`config.mk`:
```
export PLATFORM = sky130hd
export DESIGN_NAME = serpar_mult
export DESIGN_NICKNAME = d
export VERILOG_FILES = /design/src/rtl/smul_pkg.sv /design/src/rtl/smul_slice.sv /design/src/rtl/smul_xline.sv /design/src/rtl/smul_ctrl.sv /design/src/rtl/serpar_mult.sv
export SDC_FILE = /design/constraint.sdc
export NUM_CORES = 1
export LEC_CHECK = 0
export BUFFER_PORTS_ARGS = -buffer_cell sky130_fd_sc_hd__buf_2
export CAP_MARGIN = 10
export CORE_UTILIZATION = 55
export DETAILED_ROUTE_END_ITERATION = 8
export HOLD_SLACK_MARGIN = 0.1
export PLACE_DENSITY = 0.78
export SETUP_SLACK_MARGIN = 0.1
export SLEW_MARGIN = 20
export SYNTH_ARGS = -nofsm -noshare
export SYNTH_HDL_FRONTEND = slang
export SYNTH_SLANG_ARGS = --single-unit
```
`constraint.sdc`:
```
create_clock -name clk -period 7.3 [get_ports clk]
set_clock_uncertainty 0.1 [all_clocks]
set_input_delay 0.73 -clock clk [delete_from_list [all_inputs] [get_ports clk]]
set_output_delay 0.73 -clock clk [all_outputs]
set_load 0.05 [all_outputs]
```
`src/rtl/smul_pkg.sv`:
```
package smul_pkg;
   typedef enum logic {
      SM_IDLE = 1'b0,
      SM_RUN  = 1'b1
   } smul_state_e;

   function automatic int smul_cnt_w(input int total);
      return (total < 2) ? 1 : $clog2(total + 1);
   endfunction
endpackage

```
`src/rtl/smul_slice.sv`:
```
module smul_slice #(
   parameter bit REG_SUM = 1'b0
) (
   input  logic clk,
   input  logic rst_n,
   input  logic clr,
   input  logic en,
   input  logic x_i,
   input  logic y_i,
   input  logic sum_i,
   output logic sum_o
);
   logic pp;
   logic s;
   logic co;
   logic carry_q;

   // AND gate feeding a full adder whose carry is kept per slice
   assign pp = x_i & y_i;
   assign s  = pp ^ sum_i ^ carry_q;
   assign co = (pp & sum_i) | (pp & carry_q) | (sum_i & carry_q);

   always_ff @(posedge clk or negedge rst_n) begin
      if (!rst_n)   carry_q <= 1'b0;
      else if (clr) carry_q <= 1'b0;
      else if (en)  carry_q <= co;
   end

   generate
      if (REG_SUM) begin : g_reg
         logic sum_q;
         always_ff @(posedge clk or negedge rst_n) begin
            if (!rst_n)   sum_q <= 1'b0;
            else if (clr) sum_q <= 1'b0;
            else if (en)  sum_q <= s;
         end
         assign sum_o = sum_q;
      end else begin : g_comb
         assign sum_o = s;
      end
   endgenerate
endmodule

```
`src/rtl/smul_xline.sv`:
```
module smul_xline #(
   parameter int DEPTH = 4
) (
   input  logic             clk,
   input  logic             rst_n,
   input  logic             clr,
   input  logic             en,
   input  logic             x_i,
   output logic [DEPTH-1:0] tap_o
);
   assign tap_o[0] = x_i;

   generate
      for (genvar j = 1; j < DEPTH; j++) begin : g_stage
         logic d_q;
         always_ff @(posedge clk or negedge rst_n) begin
            if (!rst_n)   d_q <= 1'b0;
            else if (clr) d_q <= 1'b0;
            else if (en)  d_q <= tap_o[j-1];
         end
         assign tap_o[j] = d_q;
      end
   endgenerate
endmodule

```
`src/rtl/smul_ctrl.sv`:
```
module smul_ctrl
   import smul_pkg::*;
#(
   parameter int M_BITS = 8,
   parameter int N_BITS = 8
) (
   input  logic clk,
   input  logic rst_n,
   input  logic start,
   output logic accept,
   output logic busy,
   output logic x_take,
   output logic last
);
   localparam int TOTAL = M_BITS + N_BITS;
   localparam int CW    = smul_cnt_w(TOTAL);

   smul_state_e state_q;
   logic [CW-1:0] cnt_q;

   assign busy   = (state_q == SM_RUN);
   assign accept = start & ~busy;
   assign x_take = busy & (cnt_q < CW'(M_BITS));
   assign last   = busy & (cnt_q == CW'(TOTAL - 1));

   always_ff @(posedge clk or negedge rst_n) begin
      if (!rst_n) begin
         state_q <= SM_IDLE;
         cnt_q   <= '0;
      end else if (accept) begin
         state_q <= SM_RUN;
         cnt_q   <= '0;
      end else if (busy) begin
         if (last) state_q <= SM_IDLE;
         cnt_q <= cnt_q + 1'b1;
      end
   end
endmodule

```
`src/rtl/serpar_mult.sv`:
```
module serpar_mult #(
   parameter int M_BITS    = 8,
   parameter int N_BITS    = 8,
   parameter bit PIPELINED = 1'b0
) (
   input  logic              clk,
   input  logic              rst_n,
   input  logic              start,
   input  logic [N_BITS-1:0] y_in,
   input  logic              x_bit,
   output logic              x_take,
   output logic              busy,
   output logic              z_bit,
   output logic              z_valid,
   output logic              done
);
   generate
      if (M_BITS < 1) begin : g_bad_m
         $error("serpar_mult: M_BITS must be at least 1");
      end
      if (N_BITS < 1) begin : g_bad_n
         $error("serpar_mult: N_BITS must be at least 1");
      end
   endgenerate

   logic              accept;
   logic              last;
   logic              x_eff;
   logic [N_BITS-1:0] y_q;
   logic [N_BITS-1:0] x_tap;
   logic [N_BITS:0]   sums;
   logic              z_q, zv_q, zlast_q, done_q;

   smul_ctrl #(.M_BITS(M_BITS), .N_BITS(N_BITS)) u_ctrl (
      .clk    (clk),
      .rst_n  (rst_n),
      .start  (start),
      .accept (accept),
      .busy   (busy),
      .x_take (x_take),
      .last   (last)
   );

   always_ff @(posedge clk or negedge rst_n) begin
      if (!rst_n)      y_q <= '0;
      else if (accept) y_q <= y_in;
   end

   // zeros replace the serial input once the intake window closes
   assign x_eff = x_take & x_bit;

   generate
      if (PIPELINED) begin : g_bcast
         assign x_tap = {N_BITS{x_eff}};
      end else begin : g_delay
         smul_xline #(.DEPTH(N_BITS)) u_xline (
            .clk   (clk),
            .rst_n (rst_n),
            .clr   (accept),
            .en    (busy),
            .x_i   (x_eff),
            .tap_o (x_tap)
         );
      end
   endgenerate

   assign sums[N_BITS] = 1'b0;

   generate
      for (genvar j = 0; j < N_BITS; j++) begin : g_slice
         smul_slice #(.REG_SUM(PIPELINED && (j > 0))) u_slice (
            .clk   (clk),
            .rst_n (rst_n),
            .clr   (accept),
            .en    (busy),
            .x_i   (x_tap[j]),
            .y_i   (y_q[j]),
            .sum_i (sums[j+1]),
            .sum_o (sums[j])
         );
      end
   endgenerate

   always_ff @(posedge clk or negedge rst_n) begin
      if (!rst_n) begin
         z_q     <= 1'b0;
         zv_q    <= 1'b0;
         zlast_q <= 1'b0;
         done_q  <= 1'b0;
      end else begin
         if (busy) z_q <= sums[0];
         zv_q    <= busy;
         zlast_q <= last;
         done_q  <= zv_q & zlast_q;
      end
   end

   assign z_bit   = z_q;
   assign z_valid = zv_q;
   assign done    = done_q;
endmodule

```
Yosys cells after proc, flatten, opt, wreduce, memory -nomap -nowiden:

Cells that the tools add are included.

* register bits after elaboration: 33
* output and inout bits: 5

* add/subtract/negate cells: 1
* equality and inequality tests: 1
* bitwise gates (word level): 65
* reduce and logical (&&, ||, !) cells: 1
* mux-type cells: 35
* $lt $le $gt $ge: 1

Operator list (number)
* AND 1 bit: 35
* two-way mux 1 bit: 33
* XOR 1 bit: 15
* OR 1 bit: 14
* two-way mux 5 bit: 2
* adder 5 x 1 -> 5 bit, second input constant: 1
* == test 5 x 4 -> 1 bit, second input constant: 1
* less-than comparator 5 x 4 -> 1 bit, second input constant: 1
* nonzero test 2 bit: 1
* NOT 1 bit: 1

Depth between registers and ports, before layout:

Gate-level depths: netlist of run 1.

* depth in word-level cells: 19
* depth in mapped cells: 12

Hierarchy:

From an unflattened synthesis of run 1, not the netlist that was laid out.

* cells, all modules: 153
* area total of the unflattened synthesis: 1731.7 um^2

Modules (own cells, without submodules)
* serpar_mult: sequential area each 300.3 um^2, times used 1, area each 459.2 um^2, cells an instance 25
* smul_slice (g_slice[0].u_slice ...): sequential area each 25.0 um^2, times used 5, area each 71.3 um^2, cells an instance 8
* smul_xline: sequential area each 175.2 um^2, times used 1, area each 342.8 um^2, cells an instance 30
* smul_ctrl: sequential area each 150.1 um^2, times used 1, area each 329.1 um^2, cells an instance 31
* smul_slice (g_slice[5].u_slice ...): sequential area each 25.0 um^2, times used 3, area each 81.3 um^2, cells an instance 9

Least setup slack after synthesis of run 1:

Ideal clock, no wire load.

* path type: register to register
* start: register g_delay.u_xline.g_stage[7].d_q
* end: register z_q (netlist: z_bit)
* data required time: 7.075 ns
* setup slack: 2.809 ns
* cell stages (with the launch flop): 13
* setup time: 0.125 ns
* buffers on the path: 0
* data arrival time: 4.266 ns
* path through: dfrtp_1 -> and2_1 -> ha_1 -> inv_1 -> fa_1 -> fa_1 -> fa_1 -> fa_1 -> fa_1 -> fa_1 -> inv_1 -> fa_1 -> mux2_2

* longest elaborated chain between the ends: 16

Ends and longest elaborated chain
* from (decl): RTL line smul_xline.sv:15 `logic d_q;`
* from (signal assigned): RTL line smul_xline.sv:19 `else if (en) d_q <= tap_o[j-1];`
* AND 1 bit: RTL line smul_slice.sv:19 `assign pp = x_i & y_i;`
* XOR 1 bit (15 in series): RTL line smul_slice.sv:20 `assign s = pp ^ sum_i ^ carry_q;`
* named net g_slice[0].u_slice.sum_o: RTL line smul_slice.sv:11 `output logic sum_o`
* to (signal assigned): RTL line serpar_mult.sv:91 `if (busy) z_q <= sums[0];`
* to (decl): RTL line serpar_mult.sv:32 `logic z_q, zv_q, zlast_q, done_q;`

The timed path passes the listed nets, and every way through them passes these cells.
A chain may end at the register's enable or synchronous reset.

Final worst setup path of run 1:

Same ends and word-level chain as after synthesis.

==> metrics.yaml, run 1 <==
outcome:
  status: "completed"
synth:
  netlist_area_um2: 1540
  syn_area_per_cell_um2: 13.2
  syn_nets: 138
  seq_area_frac_synth_pct: 53.7
  ys_warn_count: 0
  ys_ff_latch: 33
  yosysUniqueCellTypes: 26
  postSynthCellCount: 116
drt:
  totalWireLength_mm: 2.51
  drt_first_pass_iters: 4
  drtAntennaViolNets: 0
  via_per_inst: 5.54
  drc: 0
  wire_per_inst_um: 15.3
  vias: 909
  first_iter_violations: 8
sta:
  hold_viol: 0
  slew_headroom_pct: 46.9
  fin_setup_tns_ns: 0
  worst_slack_ns: 2.67
  hold_ws_ns: 0.337
  setup_violations: 0
  fmax_ghz: 0.216
  rsz0062_at_grt: "false"
  tightest_slew_ns: 0.797
  slew_violations: 0
  finalCritPeriodShare_pct: 63.5
  fin_crit_ns: 4.63
clocking:
  path_clk_slew_ns: 0.10
  cts_tree: "done"
  numCtsBuffers: 5
  root_buffer: "clkbuf_4"
  hold_buffers: 0
  cts_buffer_depth: 2
  cts.htree.levels: 2
  clock_latency_ns: 0.34
  post_cts_buffers: 0
  cts.sinks: 33
  postCtsResizedCells: 0
final_layout:
  areaGrowthSynthToFinish_pct: 8.14
  layout_common_cells: "33 x dfrtp_1, 16 x buf_2, 10 x nand2_1, 10 x inv_1, 10 x o21ai_0"
  fill_cells: 211
  layout_commonest_cell: "dfrtp_1"
  diodes: 0
  final_net_count: 156
  drive_gt1_share_pct: 29.1
  post-route-util_pct: 64.7
critical_path:
  arrival_ns: 4.77
  required_ns: 7.43
  critPathLaunchType: "flip-flop"
  critPathBufInv: 2
  cp_slowest_cell: "fa_1"
  critPathCaptureType: "flip-flop"
  cp_top_family: "adder cells"
  crit_chain: "and2_1 > ha_1 > inv_1 > fa_1 > fa_1 > fa_1 > fa_1 > fa_1 > fa_1 > inv_1 > fa_1 > mux2_2"
  reg2reg_slack_ns: 2.67
  critPathMaxFanout: 2
  cp_common_cell: "fa_1"
  cpPeakStageDelay_ns: 0.52
  crit_type: "reg -> reg"
pwr:
  intPower_uw: 454
  irDropWorstVdd_mv: 0.326
  combPwrFrac_pct: 43.2
  clkPwrFrac_pct: 14.1
  switching_share_pct: 38.8
  p_sw_uw: 288
  p_leak_uw: 0.000753
  p_per_area_nw_per_um2: 447
  power_frac_seq_pct: 42.8
grt:
  grt_use_total_pct: 21.1
  grt_pass1_vias: 908
  grt_max_degree: 34
  grt_pass1_wl_mm: 4.13
  antenna_found_initial: 0
  grt_overflow_total: 0
floorplan:
  fp.dieW_um: 54.9
  die_area_um2: 3010
  die-height_um: 54.9
  initial_utilization_pct: 59.8
  row_count: 18
  core_um2: 2570
  io_pins: 17
placed_design:
  gp_congestion: 0.736
  place_hpwl_mm: 1.63
  io_buffers: 16
  pre_cts_slack_ns: 2.67
hold_path:
  hold_path_class: "in -> async"
job:
  cap_violations: 0
state kept, by name (all words and copies together), names as in the netlist, 5 cells and up:
signal,flops
g_slice.u_slice.carry_q,8
y_q,8
u_ctrl.cnt_q,5
g_delay.u_xline.g_stage.d_q,7
logic make-up (layout without fill, tap and decap cells):
group | after synthesis | after routing | synth area share, %
AOI/OAI and AO/OA | 21 | 21 | 9.53
xor gates and xnor gates | 2 | 2 | 1.14
adders and majority gates | 10 | 10 | 11.6
buffers and inverters | 15 | 33 | 5.54
DFF | 33 | 33 | 53.7
muxes | 9 | 9 | 8.55
and+or+nand+nor | 26 | 26 | 9.93
final cells by class:
type                            instances  area, um2  share of cell area, %
Sequential cell                        33        826                   49.7
Multi-Input combinational cell         68        626                   37.7
Timing Repair Buffer                   16       80.1                   4.82
Clock buffer                            7       55.1                   3.31
Inverter                               10       37.5                   2.26
Tap cell                               30       37.5                   2.26
final timing paths:
path | endpoint | from | cells after the start
max | z_bit | g_delay.u_xline.g_stage[7].d_q | 12
min | z_valid | rst_n | 1
max reg2reg | z_bit | g_delay.u_xline.g_stage[7].d_q | 12
min reg2reg | done | zlast_q | 1
max in group asynchronous | g_slice[6].u_slice.carry_q | rst_n | 1
min in group clk | done | zlast_q | 1
metal layers:
layer | vias up | part of all wire (%) | GRT usage, %
met3 | 3 | 4.3 | 5.83
li1 | 427 | - | -
met2 | 21 | 46 | 31.1
met1 | 458 | 48 | 27.3
met4 | 0 | 1.3 | 12.8
met5 | - | 0 | 0
metrics by stage:
| stage | instances | total power [uW] | cell area, um2 |
|---|---|---|---|
| 3_3_place_gp | 157 | 616 | 1610 |
| 2_1_floorplan | 116 | 576 | 1540 |
| 3_5_place_dp | 157 | 645 | 1610 |
| 4_1_cts | 164 | 752 | 1660 |
| 5_1_grt | 164 | 807 | 1660 |
| 6_report | 164 | 742 | 1660 |
power by group through the flow:
| stage | clock [uW] | combinational, uW | sequential [uW] |
|---|---|---|---|
| after floorplan | 0 | 254 | 321 |
| after global placement | 0 | 300 | 316 |
| after detailed placement | 0 | 324 | 321 |
| after CTS | 108 | 327 | 318 |
| after global routing | 115 | 364 | 328 |
| final | 104 | 320 | 317 |
cells in the mapped netlist:
| library cell | count | share of area [%] |
|---|---|---|
| nor2_1 | 1 | 0.24 |
| buf_4 | 1 | 0.49 |
| clkbuf_1 | 1 | 0.24 |
| xor2_1 | 1 | 0.57 |
| a22o_1 | 9 | 5.1 |
| o21ai_0 | 10 | 3.3 |
| inv_1 | 10 | 2.4 |
| xnor2_1 | 1 | 0.57 |
| and2_1 | 3 | 1.2 |
| nor2_4 | 1 | 0.73 |
| a32o_1 | 1 | 0.65 |
| nor3_1 | 1 | 0.33 |
| mux2_2 | 1 | 0.73 |
| nand2_1 | 10 | 2.4 |
| nor2b_4 | 1 | 0.90 |
| buf_12 | 1 | 1.3 |
| buf_6 | 1 | 0.73 |
| ha_1 | 3 | 2.4 |
| or3_2 | 6 | 2.9 |
| mux2_4 | 8 | 7.8 |
| buf_2 | 1 | 0.33 |
| dfrtp_1 | 33 | 54 |
| o21bai_1 | 1 | 0.49 |
| nand3_1 | 1 | 0.33 |
| and3_1 | 2 | 0.81 |
| fa_1 | 7 | 9.1 |
(Power assumes the default switching activity.)
==> run 2: changes to the inputs <==
==> constraint.sdc (replaced) <==
create_clock -name clk -period 4.85 [get_ports clk]
set_clock_uncertainty 0.1 [all_clocks]
set_input_delay 0.485 -clock clk [delete_from_list [all_inputs] [get_ports clk]]
set_output_delay 0.485 -clock clk [all_outputs]
set_load 0.05 [all_outputs]
==> run 2 against run 1 <==
Compared with the run above:
- design area unchanged
- global-route usage grew 0.66 points
- cell count stayed put
- critical path type unchanged
- sequential power is 51% higher
==> metrics.yaml, run 2 (same netlist as run 1, synthesis figures left out) <==
clocking:
  numCtsBuffers: 5  # unchanged
  hold_buffers: 0  # unchanged
  path_clk_slew_ns: 0.10  # about the same
  cts.sinks: 33  # unchanged
  root_buffer: "clkbuf_4"  # unchanged
  cts_tree: "done"  # unchanged
  cts.htree.levels: 2  # unchanged
  postCtsResizedCells: 0  # unchanged
  clock_latency_ns: 0.34  # about the same
  post_cts_buffers: 0  # unchanged
  cts_buffer_depth: 2  # unchanged
sta:
  finalCritPeriodShare_pct: 95.7  # was 63.5%
  slew_headroom_pct: 46.0  # was 46.9%
  fin_setup_tns_ns: 0  # unchanged
  fin_crit_ns: 4.64  # was 4.63 ns
  fmax_ghz: 0.215  # was 0.216 GHz
  setup_violations: 0  # unchanged
  tightest_slew_ns: 0.810  # was 0.797 ns
  rsz0062_at_grt: "true"  # was false
  slew_violations: 0  # unchanged
  hold_viol: 0  # unchanged
critical_path:
  critPathLaunchType: "flip-flop"  # unchanged
  reg2reg_slack_ns: 0.21  # was 2.67 ns
  arrival_ns: 4.78  # was 4.77 ns
  r2r_start: "g_delay.u_xline.g_stage[7].d_q"  # unchanged
  critPathMaxFanout: 2  # unchanged
  crit_type: "reg -> reg"  # unchanged
  worstRegToRegCells: 12  # unchanged
  crit_chain: "and2_1 > ha_1 > inv_1 > fa_1 > fa_1 > fa_1 > fa_1 > fa_1 > fa_1 > inv_1 > fa_1 > mux2_2"  # unchanged
  required_ns: 4.99  # was 7.43 ns
  cp_common_cell: "fa_1"  # unchanged
  cp_slowest_cell: "fa_1"  # unchanged
  r2r-end: "z_bit"  # unchanged
  cpPeakStageDelay_ns: 0.52  # about the same
  critPathCaptureType: "flip-flop"  # unchanged
final_layout:
  final_area_um2: 1660  # unchanged
  diodes: 0  # unchanged
  drive_gt1_share_pct: 29.1  # unchanged
  final_net_count: 156  # unchanged
  reg_top3: "g_slice.u_slice.carry_q: 8 flops, y_q: 8 flops, g_delay.u_xline.g_stage.d_q: 7 flops"  # unchanged
  layout_commonest_cell: "dfrtp_1"  # unchanged
  areaGrowthSynthToFinish_pct: 8.14  # unchanged
  layout_common_cells: "33 x dfrtp_1, 16 x buf_2, 10 x nand2_1, 10 x inv_1, 10 x o21ai_0"  # unchanged
placed_design:
  gp_congestion: 0.736  # unchanged
  place_hpwl_mm: 1.63  # about the same
  place_area_um2: 1610  # unchanged
  io_buffers: 16  # unchanged
job:
  cap_violations: 0  # unchanged
floorplan:
  die-height_um: 54.9  # unchanged
  row_count: 18  # unchanged
  core_um2: 2570  # unchanged
  io_pins: 17  # unchanged
  fp.dieW_um: 54.9  # unchanged
  die_area_um2: 3010  # unchanged
  initial_utilization_pct: 59.8  # unchanged
pwr:
  clkPwrFrac_pct: 14.2  # was 14.1%
  irDropWorstVdd_mv: 0.477  # was 0.326 mV
  p_leak_uw: 0.000753  # unchanged
  switching_share_pct: 39.0  # was 38.8%
  power_frac_seq_pct: 42.7  # was 42.8%
  p_sw_uw: 436  # was 288 uW
  combPwrFrac_pct: 43.1  # was 43.2%
  p_per_area_nw_per_um2: 673  # was 447 nW/um2
  intPower_uw: 683  # was 454 uW
drt:
  totalWireLength_mm: 2.56  # was 2.51 mm
  drt_first_pass_iters: 4  # unchanged
  via_per_inst: 5.57  # was 5.54
  drtAntennaViolNets: 0  # unchanged
  drc: 0  # unchanged
  wire_per_inst_um: 15.6  # was 15.3 um
  first_iter_violations: 12  # was 8
  vias: 913  # was 909
grt:
  grt_max_degree: 34  # unchanged
  grt_use_total_pct: 21.8  # was 21.1%
  antenna_found_initial: 0  # unchanged
  grt_overflow_total: 0  # unchanged
  grt_pass1_wl_mm: 4.26  # was 4.13 mm
  grt_pass1_vias: 940  # was 908
hold_path:
  hold_path_class: "in -> async"  # unchanged
outcome:
  status: "completed"  # unchanged
## run 2: routing by layer
metal	share of wire [%]	global-route usage, %
met2	45	31.7
met1	48	28.3
met3	4.6	9.17
met5	0	0
met4	1.7	8.97
## run 2: area by class of cell
class / instances / area, um2
fillers: 209 / 906
flip-flops and latches: 33 / 826
multi-input cells: 68 / 626
repair buffers: 16 / 80.1
clock buffers: 7 / 55.1
inverters: 10 / 37.5
well taps: 30 / 37.5
## run 2: through the flow
step           hold slack (ns)  setup WS [ns]  power, uW  std cells  utilization [%]
2_1_floorplan           0.0894          0.359        866        116                -
3_3_place_gp             0.332          0.323        927        157             62.6
3_5_place_dp             0.350          0.212        973        157             62.6
4_1_cts                  0.108          0.181       1130        164             64.7
5_1_grt                  0.133         0.0383       1220        164             64.7
6_report                0.0861          0.209       1120        164             64.7
## run 2: worst max path at each step
stage                     cells past startpoint  slack [ns]                           start  endpoint
after floorplan                              12        0.36  g_delay.u_xline.g_stage[7].d_q     z_bit
after detailed placement                     12        0.21  g_delay.u_xline.g_stage[7].d_q     z_bit
final                                        12        0.21  g_delay.u_xline.g_stage[7].d_q     z_bit
after global placement                       12        0.32  g_delay.u_xline.g_stage[7].d_q     z_bit
after CTS                                    12        0.18  g_delay.u_xline.g_stage[7].d_q     z_bit
after global routing                         12        0.04  g_delay.u_xline.g_stage[7].d_q     z_bit
## run 2: critical path: cells and delay by family (launching register included)
| family | cells | cell delay, ns |
|---|---|---|
| fa+ha+maj | 8 | 3.54 |
| flops | 1 | 0.38 |
| buf+inv | 2 | 0.10 |
| simple gates | 1 | 0.16 |
| mux | 1 | 0.27 |
## run 2: power by group through the flow
stage | Clock, uW | Combinational [uW] | Sequential (uW)
2_1_floorplan | 0 | 382 | 484
3_3_place_gp | 0 | 452 | 475
3_5_place_dp | 0 | 489 | 484
4_1_cts | 163 | 493 | 479
5_1_grt | 174 | 553 | 493
6_report | 159 | 483 | 478
==> run 3: changes to the inputs <==
--- a/config.mk
+++ b/config.mk
@@ -7,10 +7,10 @@
 export LEC_CHECK = 0
 export BUFFER_PORTS_ARGS = -buffer_cell sky130_fd_sc_hd__buf_2
 export CAP_MARGIN = 10
-export CORE_UTILIZATION = 55
+export CORE_UTILIZATION = 51
 export DETAILED_ROUTE_END_ITERATION = 8
 export HOLD_SLACK_MARGIN = 0.1
-export PLACE_DENSITY = 0.78
+export PLACE_DENSITY = 0.76
 export SETUP_SLACK_MARGIN = 0.1
 export SLEW_MARGIN = 20
 export SYNTH_ARGS = -nofsm -noshare
==> constraint.sdc (replaced) <==
create_clock -name clk -period 3.93 [get_ports clk]
set_clock_uncertainty 0.1 [all_clocks]
set_input_delay 0.393 -clock clk [delete_from_list [all_inputs] [get_ports clk]]
set_output_delay 0.393 -clock clk [all_outputs]
set_load 0.05 [all_outputs]
==> run 3 against run 2 <==
Compared with the run above:
- the flow now finishes with violations (design-rule violations, negative setup slack)
- sequential share of layout area down 2.4 points
- cell count grew 4.9%
- utilization decreased by 2.5 points
- global-route usage shrank 3.5 points
- setup slack lost 0.89 ns
- via count shrank 0.99%
- design area is 5.1% higher
- highest routed layer unchanged
- sequential power increased by 17%
- total power is 35% higher
- sequential cell count stayed put
- clock power up 66%
==> metrics.yaml, run 3 (same netlist as run 1, synthesis figures left out) <==
placed_design:
  io_buffers: 16  # unchanged
  place_hpwl_mm: 1.68  # was 1.63 mm
  gp_congestion: 0.730  # was 0.736
  pre_cts_slack_ns: -0.677  # was 0.212 ns
sta:
  slew_violations: 0  # unchanged
  worst_slack_ns: -0.685  # was 0.209 ns
  finalCritPeriodShare_pct: 117  # was 95.7%
  slew_headroom_pct: 52.3  # was 46.0%
  fin_crit_ns: 4.61  # was 4.64 ns
  fmax_ghz: 0.217  # was 0.215 GHz
  hold_viol: 0  # unchanged
  rsz0062_at_grt: "true"  # unchanged
  tightest_slew_ns: 0.715  # was 0.810 ns
  setup_violations: 2  # was 0
floorplan:
  row_count: 19  # was 18
  fp.dieW_um: 56.9  # was 54.9 um
  die-height_um: 56.9  # was 54.9 um
  initial_utilization_pct: 54.8  # was 59.8%
  io_pins: 17  # unchanged
  die_area_um2: 3240  # was 3010 um2
  core_um2: 2810  # was 2570 um2
clocking:
  root_buffer: "clkbuf_4"  # unchanged
  numCtsBuffers: 5  # unchanged
  clock_latency_ns: 0.33  # was 0.34 ns
  cts_tree: "done"  # unchanged
  cts.htree.levels: 2  # unchanged
  cts_buffer_depth: 2  # unchanged
  cts.sinks: 33  # unchanged
  path_clk_slew_ns: 0.10  # about the same
final_layout:
  fill_cells: 236  # was 209
  final_net_count: 162  # was 156
  drive_gt1_share_pct: 33.3  # was 29.1%
  layout_commonest_cell: "dfrtp_1"  # unchanged
  reg_top3: "g_slice.u_slice.carry_q: 8 flops, y_q: 8 flops, g_delay.u_xline.g_stage.d_q: 7 flops"  # unchanged
  post-route-util_pct: 62.3  # was 64.7%
  areaGrowthSynthToFinish_pct: 13.7  # was 8.14%
  layout_common_cells: "33 x dfrtp_1, 16 x buf_2, 10 x nand2_1"  # was 33 x dfrtp_1, 16 x buf_2, 10 x nand2_1, 10 x inv_1, 10 x o21ai_0
  diodes: 0  # unchanged
critical_path:
  critPathLaunchType: "flip-flop"  # unchanged
  cp_common_cell: "fa_1"  # unchanged
  arrival_ns: 4.74  # was 4.78 ns
  cp_slowest_cell: "fa_1"  # unchanged
  cp_top_family: "adder cells"  # unchanged
  required_ns: 4.06  # was 4.99 ns
  critPathBufInv: 2  # unchanged
  crit_chain: "and2_1 > ha_1 > inv_2 > fa_1 > fa_1 > fa_1 > fa_1 > fa_1 > fa_1 > inv_1 > fa_2 > mux2_4"  # was and2_1 > ha_1 > inv_1 > fa_1 > fa_1 > fa_1 > fa_1 > fa_1 > fa_1 > inv_1 > fa_1 > mux2_2
  crit_type: "reg -> reg"  # unchanged
  cpPeakStageDelay_ns: 0.52  # about the same
  critPathMaxFanout: 2  # unchanged
  critPathCaptureType: "flip-flop"  # unchanged
drt:
  drtAntennaViolNets: 0  # unchanged
  first_iter_violations: 27  # was 12
  via_per_inst: 5.26  # was 5.57
  wire_per_inst_um: 14.6  # was 15.6 um
  drt_first_pass_iters: 6  # was 4
  drc: 4  # was 0
  totalWireLength_mm: 2.51  # was 2.56 mm
  vias: 904  # was 913
grt:
  grt_overflow_total: 0  # unchanged
  grt_max_degree: 34  # unchanged
  grt_pass1_vias: 942  # was 940
  antenna_found_initial: 0  # unchanged
  grt_pass1_wl_mm: 4.26  # unchanged
  grt_use_total_pct: 18.3  # was 21.8%
job:
  cap_violations: 0  # unchanged
hold_path:
  hold_path_class: "in -> reg"  # was in -> async
pwr:
  p_per_area_nw_per_um2: 867  # was 673 nW/um2
  irDropWorstVdd_mv: 0.393  # was 0.477 mV
  p_leak_uw: 0.000800  # was 0.000753 uW
outcome:
  violations: "design-rule violations, negative setup slack"
  status: "complete, but fails checks"  # was completed
[run 3: metrics by stage]
step	cell area [um2]	hold slack, ns	power (uW)	TNS, ns	cells
after floorplan	1540	-0.00259	1070	-0.971	116
after global placement	1640	0.330	1170	-1.04	162
after detailed placement	1640	0.338	1220	-1.22	162
after CTS	1740	0.163	1490	-1.20	171
after global routing	1750	0.163	1620	-1.36	172
final	1750	0.182	1510	-1.21	172
[run 3: worst reg2reg max path: cells and delay by family (launching register included)]
kind | cells | cell delay (ns)
simple gates | 1 | 0.16
mux | 1 | 0.26
flops | 1 | 0.38
fa+ha+maj | 8 | 3.50
buf+inv | 2 | 0.12
[run 3: worst paths after layout]
kind	from	endpoint	slack (ns)	cells after the start
setup / recovery	g_delay.u_xline.g_stage[7].d_q	z_bit	-0.68	12
hold / removal	y_in[2]	y_q[2]	0.18	2
setup reg to reg	g_delay.u_xline.g_stage[7].d_q	z_bit	-0.68	12
hold reg to reg	zlast_q	done	0.36	1
max in group asynchronous	rst_n	g_delay.u_xline.g_stage[7].d_q	2.72	2
min in group asynchronous	rst_n	y_q[0]	0.54	2
[run 3: layout make-up]
| type | instances | area (um2) | share of cell area [%] |
|---|---|---|---|
| sequential | 33 | 826 | 47.3 |
| multi-input combinational | 68 | 632 | 36.2 |
| timing repair buffer | 22 | 128 | 7.31 |
| clock buffer | 7 | 55.1 | 3.15 |
| tap | 31 | 38.8 | 2.22 |
| inverter | 10 | 37.5 | 2.15 |
| clock inverter | 1 | 30.0 | 1.72 |
[run 3: power by group]
| part | leakage, uW | switching, uW | internal (uW) | total, uW |
|---|---|---|---|---|
| sequential | 0.000418 | 84.3 | 473 | 558 |
| clock | 0.0000455 | 112 | 152 | 264 |
| combinational | 0.000336 | 354 | 340 | 693 |
[run 3: layer usage]
| metal | vias to the layer above | global-route usage [%] | routed length, um | share of wire (%) |
|---|---|---|---|---|
| met5 | - | 0 | 0 | 0 |
| met4 | 0 | 11.5 | 48 | 1.9 |
| met3 | 5 | 5.07 | 116 | 4.6 |
| met2 | 22 | 28.9 | 1210 | 48 |
| met1 | 442 | 22.0 | 1130 | 45 |
| li1 | 435 | - | - | - |
[run 3: what timing repair did]
action / 4_1_cts / 5_1_grt
hold buffers: 1 / 0
gates resized for setup: 1 / 2
buffers inserted: 0 / 1
hold endpoints to repair: 33 / 0
pin swaps: 2 / 0
setup endpoints to repair: 3 / 3
